==> src/rtl/ssc_pkg.sv <==
package ssc_pkg;
  typedef enum logic {DIR_UP = 1'b0, DIR_DOWN = 1'b1} ssc_dir_e;
endpackage

==> src/rtl/ssc_step_timer.sv <==
module ssc_step_timer #(
  parameter int PER_W = 4
) (
  input  logic             clk,
  input  logic             rst,
  input  logic             en,
  input  logic             run,
  input  logic [PER_W-1:0] per,
  output logic             tick
);
  logic [PER_W-1:0] cnt;
  logic [PER_W-1:0] last;

  assign last = per - PER_W'(1);
  assign tick = run && en && (cnt == last);

  always_ff @(posedge clk) begin
    if (rst || !run)   cnt <= '0;
    else if (en) begin
      if (cnt == last) cnt <= '0;
      else             cnt <= cnt + PER_W'(1);
    end
  end

  // disabled spreading keeps the counter cleared
  a_r7_idle_cnt: assert property (@(posedge clk) disable iff (rst)
    !run |=> cnt == '0);
  // no enable, no count
  a_r8_timer_hold: assert property (@(posedge clk) disable iff (rst)
    (run && !en) |=> $stable(cnt));
endmodule

==> src/rtl/ssc_walker.sv <==
module ssc_walker
  import ssc_pkg::*;
#(
  parameter int OFS_W = 6,
  parameter int DLT_W = 4,
  parameter int N_DLT = 12,
  parameter int ACC_W = 10,
  localparam int IDX_W = $clog2(N_DLT + 1)
) (
  input  logic                   clk,
  input  logic                   rst,
  input  logic                   run,
  input  logic                   tick,
  input  logic [OFS_W-1:0]       start,
  input  logic [N_DLT*DLT_W-1:0] delta_tbl,
  input  logic [IDX_W-1:0]       n_used,
  output logic [ACC_W-1:0]       acc
);
  localparam logic [IDX_W-1:0] ONE = IDX_W'(1);

  logic [DLT_W-1:0] dl [N_DLT];
  logic [IDX_W-1:0] idx, idx_inc, idx_dec;
  ssc_dir_e         dir;
  logic [DLT_W-1:0] d_up, d_dn;
  logic [ACC_W-1:0] start_ext;

  for (genvar g = 0; g < N_DLT; g++) begin : g_unpack
    assign dl[g] = delta_tbl[g*DLT_W +: DLT_W];
  end

  assign idx_inc   = idx + ONE;
  assign idx_dec   = idx - ONE;
  assign d_up      = (int'(idx) < N_DLT) ? dl[idx] : '0;
  assign d_dn      = (idx != '0 && int'(idx_dec) < N_DLT) ? dl[idx_dec] : '0;
  assign start_ext = ACC_W'(start);

  always_ff @(posedge clk) begin
    if (rst || !run) begin
      acc <= start_ext;
      idx <= '0;
      dir <= DIR_UP;
    end else if (tick && n_used != '0) begin
      if (dir == DIR_UP && idx < n_used) begin
        acc <= acc + ACC_W'(d_up);
        idx <= idx_inc;
        if (idx_inc == n_used) dir <= DIR_DOWN;
      end else if (idx != '0) begin
        acc <= acc - ACC_W'(d_dn);
        idx <= idx_dec;
        if (idx == ONE) dir <= DIR_UP;
      end else begin
        dir <= DIR_UP;
      end
    end
  end

  // index never passes the table end
  a_r3_idx_range: assert property (@(posedge clk) disable iff (rst)
    int'(idx) <= N_DLT);
  // sample moves only on a step
  a_r6_hold_no_tick: assert property (@(posedge clk) disable iff (rst)
    (run && !tick) |=> $stable(acc));
  // spreading off pins the sample to the start value
  a_r7_off_start: assert property (@(posedge clk) disable iff (rst)
    !run |=> acc == ACC_W'($past(start)));
  // at the bottom of the triangle the profile rises
  a_r4_bottom_rises: assert property (@(posedge clk) disable iff (rst)
    (idx == '0) |-> dir == DIR_UP);
endmodule

==> src/rtl/ssc_dither_lfsr.sv <==
module ssc_dither_lfsr #(
  parameter int LFSR_W = 15,
  parameter int TAP_A  = LFSR_W - 1,
  parameter int TAP_B  = LFSR_W - 2
) (
  input  logic clk,
  input  logic rst,
  input  logic en,
  output logic bit_o
);
  logic [LFSR_W-1:0] st;

  always_ff @(posedge clk) begin
    if (rst)     st <= LFSR_W'(1);
    else if (en) st <= {st[LFSR_W-2:0], st[TAP_A] ^ st[TAP_B]};
  end

  assign bit_o = st[0];

  // the sequence never locks at zero
  a_r10_lfsr_live: assert property (@(posedge clk) disable iff (rst)
    st != '0);
  // source frozen without enable
  a_r8_lfsr_hold: assert property (@(posedge clk) disable iff (rst)
    !en |=> $stable(st));
endmodule

==> src/rtl/ssc_profile_seq.sv <==
module ssc_profile_seq #(
  parameter int OFS_W     = 6,
  parameter int DLT_W     = 4,
  parameter int N_DLT     = 12,
  parameter int PER_W     = 4,
  parameter int CNT_SEL_W = 4,
  parameter int LFSR_W    = 15,
  parameter int ACC_W     = 10
) (
  input  logic                   clk,
  input  logic                   rst,
  input  logic                   pfd_en,
  input  logic [OFS_W-1:0]       start_ofs,
  input  logic [N_DLT*DLT_W-1:0] delta_tbl,
  input  logic [PER_W-1:0]       step_per,
  input  logic [CNT_SEL_W-1:0]   samp_cnt,
  input  logic                   dith_en,
  input  logic                   dbl_en,
  output logic [ACC_W-1:0]       ofs_out
);
  localparam int IDX_W = $clog2(N_DLT + 1);

  logic             run, tick, dbit;
  logic [IDX_W-1:0] n_used;
  logic [ACC_W-1:0] acc, scaled;

  assign run    = step_per != '0;
  assign n_used = (int'(samp_cnt) > N_DLT) ? IDX_W'(N_DLT) : IDX_W'(samp_cnt);

  ssc_step_timer #(.PER_W(PER_W)) u_timer (
    .clk(clk), .rst(rst), .en(pfd_en), .run(run), .per(step_per), .tick(tick)
  );

  ssc_walker #(
    .OFS_W(OFS_W), .DLT_W(DLT_W), .N_DLT(N_DLT), .ACC_W(ACC_W)
  ) u_walker (
    .clk(clk), .rst(rst), .run(run), .tick(tick), .start(start_ofs),
    .delta_tbl(delta_tbl), .n_used(n_used), .acc(acc)
  );

  ssc_dither_lfsr #(.LFSR_W(LFSR_W)) u_lfsr (
    .clk(clk), .rst(rst), .en(pfd_en), .bit_o(dbit)
  );

  assign scaled = dbl_en ? {acc[ACC_W-2:0], 1'b0} : acc;

  always_ff @(posedge clk) begin
    if (rst) ofs_out <= '0;
    else     ofs_out <= {scaled[ACC_W-1:1], scaled[0] ^ (dith_en & dbit)};
  end

  // the doubled sample always fits the word
  a_r9_no_overflow: assert property (@(posedge clk) disable iff (rst)
    acc[ACC_W-1] == 1'b0);
  // doubling without dither yields an even word
  a_r9_dbl_even: assert property (@(posedge clk) disable iff (rst)
    (dbl_en && !dith_en) |=> ofs_out[0] == 1'b0);
  // output cleared while reset is held
  a_r1_reset_out: assert property (@(posedge clk)
    rst |=> ofs_out == '0);
endmodule

==> config.mk <==
export PLATFORM = sky130hd
export DESIGN_NAME = ssc_profile_seq
export DESIGN_NICKNAME = d
export VERILOG_FILES = /design/src/rtl/ssc_pkg.sv /design/src/rtl/ssc_step_timer.sv /design/src/rtl/ssc_walker.sv /design/src/rtl/ssc_dither_lfsr.sv /design/src/rtl/ssc_profile_seq.sv
export SDC_FILE = /design/constraint.sdc
export NUM_CORES = 1
export LEC_CHECK = 0
export ABC_AREA = 0
export BUFFER_PORTS_ARGS = -buffer_cell sky130_fd_sc_hd__buf_2
export CAP_MARGIN = 30
export CORE_AREA = 2 2 119 121
export CTS_BUF_LIST = sky130_fd_sc_hd__clkbuf_16
export CTS_CLUSTER_DIAMETER = 60
export DETAILED_ROUTE_END_ITERATION = 8
export DIE_AREA = 0 0 121 123
export PLACE_DENSITY = 0.51
export SLEW_MARGIN = 25
export SYNTH_ARGS = -nofsm -noshare
export SYNTH_HDL_FRONTEND = slang
export SYNTH_SLANG_ARGS = --single-unit
==> constraint.sdc <==
create_clock -name clk -period 4.7 [get_ports clk]
set_input_delay 0.235 -clock clk [delete_from_list [all_inputs] [get_ports clk]]
set_output_delay 0.235 -clock clk [all_outputs]
set_load 0.01 [all_outputs]
==> results of run 1 <==
## placed cells by master, fill, tap and decap left out, drive strengths merged, types with 15 or more instances in the layout
master / n
buf: 83
nor2: 47
dfxtp: 38
mux2i: 32
nand2: 32
mux4: 24
a21oi: 22
ha: 20
inv: 15
o21ai: 15
## worst max-delay path by stage
stage                               start         endpoint  slack [ns]  depth (start not counted)
final                     u_walker.idx[1]  u_walker.acc[8]        0.62                         17
after global routing      u_walker.idx[0]  u_walker.acc[9]        0.22                         17
after CTS                 u_walker.idx[1]  u_walker.acc[9]        0.56                         17
after detailed placement  u_walker.idx[1]  u_walker.acc[8]        0.59                         17
after global placement    u_walker.idx[0]  u_walker.acc[8]        0.70                         17
after floorplan           u_walker.idx[0]  u_walker.acc[8]        0.24                         20
## layer usage
metal	vias up	global-route usage, %	part of all wire (%)
li1	1423	-	-
met1	1295	13.8	49
met2	68	17.0	45
met3	2	2.49	5.3
met4	0	1.31	0.28
met5	-	0	0
## synthesized netlist by cell type, drive strengths merged
cell,number,share of area (%)
a21o,4,0.90
xnor2,13,3.4
o21ai,15,2.3
mux4,24,16
nand2,32,3.6
a21oi,22,3.5
or2,3,0.56
edfxtp,6,5.4
o41ai,3,1.0
o211ai,1,0.22
inv,14,1.6
nand3b,1,0.22
fa,1,0.60
nor4,2,0.37
a31o,1,0.26
o21bai,2,0.45
nand2b,4,0.75
a211oi,5,1.6
a211o,1,0.26
a31oi,5,0.93
nor2,47,5.3
nand3,3,0.45
a21boi,1,0.22
a21bo,1,0.30
and2,2,0.45
nor3b,4,0.90
o32ai,1,0.26
mux2i,32,9.5
a311oi,1,0.26
or4,1,0.22
o31ai,2,0.60
nand4,2,0.37
buf,8,1.5
and3,2,0.37
ha,20,7.5
dfxtp,38,23
xor2,10,2.6
clkbuf,13,1.5
nor3,4,0.60
or3,1,0.19
## through the flow
stage | utilization [%] | hold slack [ns] | total power, uW
2_1_floorplan | - | 0.416 | 578
3_3_place_gp | 28.8 | 0.460 | 645
3_5_place_dp | 28.8 | 0.475 | 647
4_1_cts | 29.8 | 0.227 | 983
5_1_grt | 29.8 | 0.238 | 1020
6_report | 29.8 | 0.230 | 964
## sequential cells by signal (all words and copies together) (netlist names)
register      cells
ofs_out          10
u_lfsr.st        15
u_timer.cnt       4
u_walker.acc     10
u_walker.dir      1
u_walker.idx      4
## worst max-delay path: cells and delay by family, from the launching register on
kind | cells | cell delay [ns]
compound gates | 8 | 1.45
fa+ha+maj | 3 | 1.39
buf+inv | 2 | 0.14
flops | 1 | 0.32
mux | 3 | 0.63
simple gates | 1 | 0.06
## layout make-up
type | instances | area [sq um]
fill | 1433 | 9560
clock inverter | 3 | 16.3
timing repair buffer | 83 | 433
sequential | 44 | 942
clock buffer | 5 | 125
tap | 180 | 225
inverter | 14 | 52.6
multi-input combinational | 273 | 2260
## power by group through the flow
stage | sequential (uW) | combinational [uW] | clock [uW]
2_1_floorplan | 423 | 154 | 0
3_3_place_gp | 424 | 221 | 0
3_5_place_dp | 424 | 223 | 0
4_1_cts | 416 | 224 | 343
5_1_grt | 418 | 249 | 353
6_report | 416 | 222 | 327
## cells by family (layout without fill, tap and decap cells)
| family | after synthesis | count (layout) | share of synthesized area (%) |
|---|---|---|---|
| fa+ha+maj | 21 | 21 | 8.06 |
| simple gates | 108 | 108 | 14.3 |
| compound gates | 65 | 65 | 13.1 |
| buf+inv | 35 | 105 | 4.51 |
| flops | 44 | 44 | 28.0 |
| xor+xnor | 23 | 23 | 6.01 |
| mux | 56 | 56 | 26.0 |
==> qor.csv, run 1 <==
metric;value;unit
swShare;26.7;%
cts_setup_buffers;0;
slew-limit-headroom;57.3;%
insertedDiodeCount;0;
switching_power;257;uW
cts_resized;0;
synth.cell_area;0.00335;sq mm
power_density;238;mW/mm^2
hold_viol;0;
insertion_delay;0.28;ns
cp-start-kind;register;
p_int;706;uW
max-vdd-ir-drop;0.118;mV
fin_skew;0.00437;ns
grt_usage;10.2;%
tightestPinTransition;0.639;ns
postPlaceCellArea;0.00392;sq mm
place_inst;594;
die_y;123;um
design.portCount;77;
finalSetupViolations;0;
dr.first_iter.drc_count;86;
p_leak;0.00176;uW
grt_first_pass_wirelength;12600;um
avgSynthCellArea;9.53;sq um
drv_slew;0;
viasPerCell;4.63;
postRouteAntennaNets;0;
critPathSlowestCell;ha_1;
antenna_found_initial;0;
cts_tree;done;
finalWirelength;7500;um
root_buffer;clkbuf_16;
worstSetupEndpointType;register;
synth.distinct_cells;52;
crit_chain;inv_1 > ha_1 > mux4_2 > mux2i_1 > a211oi_2 > inv_1 > ha_1 > nand2_1 > o21ai_1 > fa_1 > a21o_1 > a21oi_1 > o21bai_1 > a21o_1 > a31oi_1 > mux2i_1 > a21oi_1;
critical_path_arrival;4.25;ns
dieArea;0.0149;sq mm
syn-num-nets;440;
portBuffers;76;
design_area;0.00406;sq mm
core;0.0136;sq mm
critPathMaxFanout;14;
htree_levels;2;
ys_ff_latch;44;
grt_pass1_vias;2708;
path_clk_slew;0.06;ns
vias;2788;
hp-class;input port to register;
fmax;245;MHz
grt_overflow;0;
place.gp.congestion;0.822;
area_delta_synth_final;20.9;%
row_count;43;
clockPowerShare;33.9;%
worstReg2RegEnd;u_walker.acc[8];
regToRegSetupSlack;0.62;ns
final.period_utilization;86.9;%
min_from;start_ofs[0];
cp_slowest_stage_delay;0.67;ns
r2r_start;u_walker.idx[1];
path_class;register to register;
whs_endpoint;u_walker.acc[0];
ys_seq_area_share;28.0;%
post_drt_wl_per_cell;12.5;um
die_width;121;um
cts_sinks;44;
finalCriticalPeriod;4.08;ns
grt_setup_unrepaired;no;
drc_errors;0;
layout.nets;509;
dpl.hpwl;6160;um
numCtsBuffers;5;
r2r_cells;17;
outcome;completed;
pwr-share-seq;43.1;%
worstHoldPathCells;3;
dp_slack;0.592;ns
fin_ws;0.616;ns
grt_max_degree;28;
maxCapViolCount;0;
firstDrtPassIters;4;
hold_buffers;0;
synth_warnings;0;
clockBufferDepth;2;
initial_core_util;24.6;%
final_cells;602;
worstPathRequired;4.87;ns
finalSetupTns;0;ns
combinationalPowerShare;23.0;%
synthCells;352;
layout-drive-gt1-share;29.9;%
No activity file was read; power rests on OpenSTA's default activity.
==> inputs of run 2 (changes only) <==
Settings changed: PLACE_DENSITY 0.51 to 0.5.
Clock period 4.7 ns to 4.2 ns, I/O delays scaled along.
==> qor.csv, run 2 (synthesis gave the netlist of run 1 again) <==
metric;value;unit;change
drc_errors;0;;unchanged
regToRegSetupSlack;0.28;ns;-0.34 ns
drv_slew;0;;unchanged
die_width;121;um;unchanged
finalWirelength;7930;um;+5.7%
min_from;start_ofs[0];;
hp-class;input port to register;;
critical_path_arrival;4.10;ns;-0.15 ns
dr.first_iter.drc_count;122;;+42%
antenna_found_initial;0;;unchanged
htree_levels;2;;unchanged
root_buffer;clkbuf_16;;
layout-drive-gt1-share;31.3;%;+1.4 points
worstSetupEndpointType;register;;
area_delta_synth_final;23.5;%;
core;0.0136;sq mm;unchanged
portBuffers;76;;unchanged
postRouteAntennaNets;0;;unchanged
path_class;register to register;;
cp_slowest_stage_delay;0.55;ns;-0.12 ns
vias;2838;;+1.8%
grt_setup_unrepaired;no;;
critPathSlowestCell;mux4_2;;
dieArea;0.0149;sq mm;unchanged
startpoint;u_walker.idx[0];;
place.gp.congestion;0.800;;-2.7%
final.fill_count;1439;;+0.42%
final.period_utilization;93.4;%;+6.5 points
cts_tree;done;;
grt_first_pass_wirelength;13100;um;+4.4%
gr-usage-met3;2.72;%;+0.23 points
p_leak;0.00178;uW;+1.6%
max-vdd-ir-drop;0.125;mV;+6.3%
insertedDiodeCount;0;;unchanged
largest-register;u_lfsr.st;;
hold_viol;0;;unchanged
layout_common_cells;76 x buf_2, 47 x nor2_1, 37 x dfxtp_1;;
die_y;123;um;unchanged
r2r_start;u_walker.idx[0];;
cts_sinks;44;;unchanged
use_met1;14.4;%;+0.59 points
cp-start-kind;register;;
grt_max_degree;28;;unchanged
worstPathRequired;4.38;ns;-0.49 ns
design.portCount;77;;unchanged
maxCapViolCount;0;;unchanged
grt_overflow;0;;unchanged
critPathMaxFanout;18;;+4
finalSetupTns;0;ns;unchanged
finalSetupViolations;0;;unchanged
final_common_cell;buf_2;;
slew-limit-headroom;54.2;%;-3.1 points
dpl.hpwl;6390;um;+3.7%
firstDrtPassIters;4;;unchanged
cts_setup_buffers;0;;unchanged
tightestPinTransition;0.684;ns;+0.0452 ns
post_drt_wl_per_cell;13.1;um;+5.2%
crit_chain;buf_4 > mux4_2 > mux2i_1 > a211oi_4 > inv_1 > ha_1 > nand2_1 > o21ai_1 > fa_1 > a21o_1 > a21oi_1 > o21bai_1 > a21o_1 > a31oi_2 > mux2i_1 > a21oi_1;;
row_count;43;;unchanged
utilization;30.4;%;+0.63 points
finalCriticalPeriod;3.92;ns;-0.163 ns
initial_core_util;24.6;%;unchanged
reg_top3;u_lfsr.st (15), ofs_out (10), u_walker.acc (10);;
grt_pass1_vias;2745;;+1.4%
fin_skew;0.00401;ns;-0.000367 ns
met2_usage;17.8;%;+0.74 points
outcome;completed;;
layout.nets;512;;+0.59%
viasPerCell;4.69;;+1.3%
hold_buffers;0;;unchanged
largest_register_ffs;15;;unchanged
grt-busiest-layer;met2;;
path_clk_slew;0.06;ns;about the same
power_density;283;mW/mm^2;+19%
numCtsBuffers;5;;unchanged
grt_usage;10.8;%;+0.58 points
fmax;255;MHz;+4.2%
insertion_delay;0.29;ns;about the same
clockBufferDepth;2;;unchanged
[run 2: through the flow]
| stage | hold slack [ns] | std cells | area (sq um) | total power [uW] | worst slack, ns |
|---|---|---|---|---|---|
| 2_1_floorplan | 0.391 | 352 | 3360 | 647 | 0.0186 |
| 4_1_cts | 0.203 | 605 | 4110 | 1180 | 0.0819 |
| 3_3_place_gp | 0.467 | 597 | 3940 | 724 | 0.122 |
| 3_5_place_dp | 0.469 | 597 | 3940 | 729 | 0.0428 |
| 5_1_grt | 0.219 | 605 | 4140 | 1230 | 0.00945 |
| 6_report | 0.204 | 605 | 4140 | 1170 | 0.279 |
[run 2: layout make-up]
class / count / area [sq um] / share of cell area, %
inverter: 14 / 52.6 / 1.27
multi-input combinational: 273 / 2300 / 55.4
tap: 180 / 225 / 5.44
timing repair buffer: 86 / 455 / 11.0
clock buffer: 5 / 125 / 3.02
clock inverter: 3 / 46.3 / 1.12
sequential: 44 / 942 / 22.7
[run 2: final timing paths]
path | endpoint | cells past startpoint
worst max-delay path | u_walker.acc[8] | 16
worst min-delay path | u_walker.acc[0] | 3
worst max register to register | u_walker.acc[8] | 16
worst min register to register | u_walker.acc[9] | 2
[run 2: power by group]
part	internal [uW]	switching, uW	total (uW)
registers	450	15.1	465
clock network	283	168	451
logic	126	129	256
total	859	313	1170
[run 2: metal layers]
| metal | wire [um] | vias to the layer above |
|---|---|---|
| met2 | 3690 | 78 |
| met5 | 0 | - |
| met3 | 457 | 6 |
| li1 | - | 1421 |
| met4 | 44 | 0 |
| met1 | 3730 | 1333 |
[run 2: critical path: cells and delay by family, from the launching register on]
| kind | cells | cell delay, ns |
|---|---|---|
| AO/OA/AOI/OAI | 8 | 1.24 |
| adder cells (fa/ha/maj) | 2 | 0.68 |
| buffers and inverters | 2 | 0.39 |
| flip-flops | 1 | 0.41 |
| multiplexers | 3 | 1.03 |
| AND/OR/NAND/NOR | 1 | 0.05 |
[run 2: timing repair]
action                                  CTS  global route
pin swaps                                 0             0
endpoints found under the hold margin     0             0
resized for setup                         1             4
endpoints found under the setup margin    1             2
==> inputs of run 3 (changes only) <==
Settings changed: ABC_AREA 0 to 1, CORE_AREA 2 2 119 121 to 2 2 85 87, CTS_CLUSTER_DIAMETER 60 to 80, DIE_AREA 0 0 121 123 to 0 0 87 89, PLACE_DENSITY 0.5 to 0.82.
==> qor.csv, run 3 <==
metric;value;unit;change
cp.buffers_inverters;4;;+2
cp-start-kind;register;;
finalSetupViolations;0;;unchanged
path_clk_slew;0.06;ns;about the same
vias;3764;;+33%
cp_slowest_stage_delay;0.38;ns;-0.17 ns
crit_chain;inv_2 > ha_1 > buf_4 > inv_2 > a21oi_1 > o21ai_1 > nand2_1 > nand2_1 > nand2_1 > nor2_2 > inv_1 > ha_1 > nand2_1 > nand2_1 > o21ai_0 > ha_1 > a21oi_1 > o21ai_0 > a21oi_1 > nor2_1 > nor2_1 > xor2_1 > o22ai_1;;
power_density;439;mW/mm^2;+55%
area_delta_synth_final;16.8;%;
outcome;completed;;
die_width;87;um;-28%
synth_top_area_share;22.2;%;-0.52 points
fmax;267;MHz;+4.8%
finalWirelength;9080;um;+15%
final.period_utilization;89.1;%;-4.2 points
finalSetupTns;0;ns;unchanged
hold_viol;0;;unchanged
cts_resized;0;;-1
grt_pass1_vias;3625;;+32%
postRouteAntennaNets;0;;unchanged
p_leak;0.00197;uW;+10%
synth.cell_area;0.00343;sq mm;+2.3%
r2r_cells;23;;+7
worstHoldPathCells;3;;unchanged
post_drt_wl_per_cell;13.3;um;+1.4%
clockBufferDepth;2;;unchanged
ys_top_cells_by_area;dfxtp_1 22%, nand2_1 11%, nor2_1 9.0%;;
final_common_cell;nand2_1;;
max-vdd-ir-drop;0.162;mV;+29%
cts_tree;done;;
grt_overflow;0;;unchanged
yosys.area_share.simple;30.5;%;+16 points
dpl.hpwl;6700;um;+4.8%
maxCapViolCount;0;;unchanged
largest_register_ffs;15;;unchanged
critPathSlowestCell;ha_1;;
insertion_delay;0.28;ns;about the same
whs;0.171;ns;-0.0330 ns
slew-limit-headroom;44.1;%;-10 points
async_flop_share;0;%;unchanged
path_delay_family;compound AO/OA/AOI/OAI gates;;
worstPathRequired;4.36;ns;-0.02 ns
portBuffers;76;;unchanged
post-synth-top-count-cell;nand2_1;;
hold_buffers;0;;unchanged
drc_errors;0;;unchanged
firstDrtPassIters;5;;+1
crit_top_cell;nand2_1;;
synthFlopType;dfxtp_1;;
grt_max_degree;60;;+110%
layout.nets;690;;+35%
grt-busiest-layer;met2;;
use_met1;29.9;%;+16 points
synth.distinct_cells;41;;-21%
syn-num-nets;625;;+42%
core;0.00672;sq mm;-51%
worstSetupEndpointType;register;;
synth_fa_ha_area_share;7.87;%;-0.18 points
multi_input_area;0.00216;sq mm;-5.7%
synth-compound-area-share;20.4;%;+7.3 points
whs_endpoint;u_lfsr.st[0];;
utilization;59.7;%;+29 points
r2r_start;u_walker.idx[0];;
initial_core_util;51.1;%;+26 points
dieArea;0.00774;sq mm;-48%
numCtsBuffers;5;;unchanged
synth-edff-count;6;;unchanged
regToRegSetupSlack;0.46;ns;+0.18 ns
avgSynthCellArea;6.39;sq um;-33%
met2_usage;43.3;%;+26 points
worstReg2RegEnd;u_walker.acc[7];;
drv_slew;0;;unchanged
finalCriticalPeriod;3.74;ns;-0.178 ns
die_y;89;um;-28%
ys_seq_area_share;27.4;%;-0.64 points
cts_setup_buffers;0;;unchanged
layout-drive-gt1-share;17.6;%;-14 points
fin_skew;0.00434;ns;+0.000338 ns
viasPerCell;5.51;;+17%
grt_first_pass_wirelength;15500;um;+18%
path_class;register to register;;
hp-class;input port to register;;
gr-usage-met3;4.16;%;+1.4 points
final.fill_count;626;;-56%
design.portCount;77;;unchanged
root_buffer;clkbuf_16;;
regArea;941;sq um;-0.13%
grt_setup_unrepaired;no;;
ys_top_cells_by_count;102 x nand2_1, 82 x nor2_1, 55 x o21ai_0, 47 x inv_1, 46 x nand3_1;;
dr.first_iter.drc_count;159;;+30%
critPathMaxFanout;15;;-3
antenna_found_initial;0;;unchanged
row_count;30;;-30%
synth_top_family_by_area;simple AND/OR/NAND/NOR gates;;
min_from;rst;;
insertedDiodeCount;0;;unchanged
reg_top3;u_lfsr.st (15), ofs_out (10), u_walker.acc (10);;
synth_warnings;0;;unchanged
htree_levels;2;;unchanged
yosys.area.top_type;dfxtp_1;;
critical_path_arrival;3.90;ns;-0.20 ns
finalPower;1760;uW;+50%
ys_ff_latch;44;;unchanged
place.gp.congestion;0.929;;+16%
cts_sinks;44;;unchanged
synth_mux_area_share;0;%;-26 points
tightestPinTransition;0.835;ns;+0.151 ns
synthCells;537;;+53%
largest-register;u_lfsr.st;;
synth-xor-area-share;4.34;%;-1.7 points
layout_common_cells;102 x nand2_1, 82 x nor2_1, 76 x buf_2;;
grt_usage;24.5;%;+14 points
run 3: report_power, final:
group	internal (uW)	leakage [uW]	switching (uW)
clock	280	0.0000814	164
sequential	473	0.000372	26.6
combinational	295	0.00152	522
run 3: layout make-up:
cell class | instances | area share, %
multi-input combinational | 413 | 54.0
clock buffer | 5 | 3.12
inverter | 56 | 5.30
clock inverter | 3 | 1.06
tap | 80 | 2.50
sequential | 44 | 23.5
timing repair buffer | 82 | 10.6
run 3: through the flow:
stage / setup WS, ns / cell area (sq um) / instances
6_report: 0.457 / 4010 / 683
5_1_grt: 0.0384 / 4010 / 683
4_1_cts: 0.493 / 4010 / 683
3_5_place_dp: 0.532 / 3840 / 675
3_3_place_gp: 0.648 / 3840 / 675
2_1_floorplan: 0.415 / 3430 / 537
run 3: worst min-delay path, cell delays in order:
cell     delay (ns)
buf_2          0.11
a21oi_1        0.04
nand2_1        0.06
run 3: how the worst max path moves through the flow:
stage	from	end	cells past startpoint
detailed placement	u_walker.idx[0]	u_walker.acc[6]	22
global route	u_walker.idx[0]	u_walker.acc[7]	23
global placement	u_walker.idx[0]	u_walker.acc[6]	22
finish	u_walker.idx[0]	u_walker.acc[7]	23
floorplan	u_walker.idx[0]	u_walker.acc[6]	24
CTS	u_walker.idx[0]	u_walker.acc[6]	22
run 3: logic make-up (layout without fill, tap and decap cells):
logic type / Yosys count / after routing
compound gates: 127 / 127
xor+xnor: 17 / 17
flops: 44 / 44
buf+inv: 80 / 146
fa+ha+maj: 21 / 21
simple gates: 248 / 248
run 3: routing by layer:
layer / wire length [um] / part of all wire, %
met1: 4090 / 45
met2: 4260 / 47
met3: 580 / 6.4
met4: 149 / 1.6
met5: 0 / 0
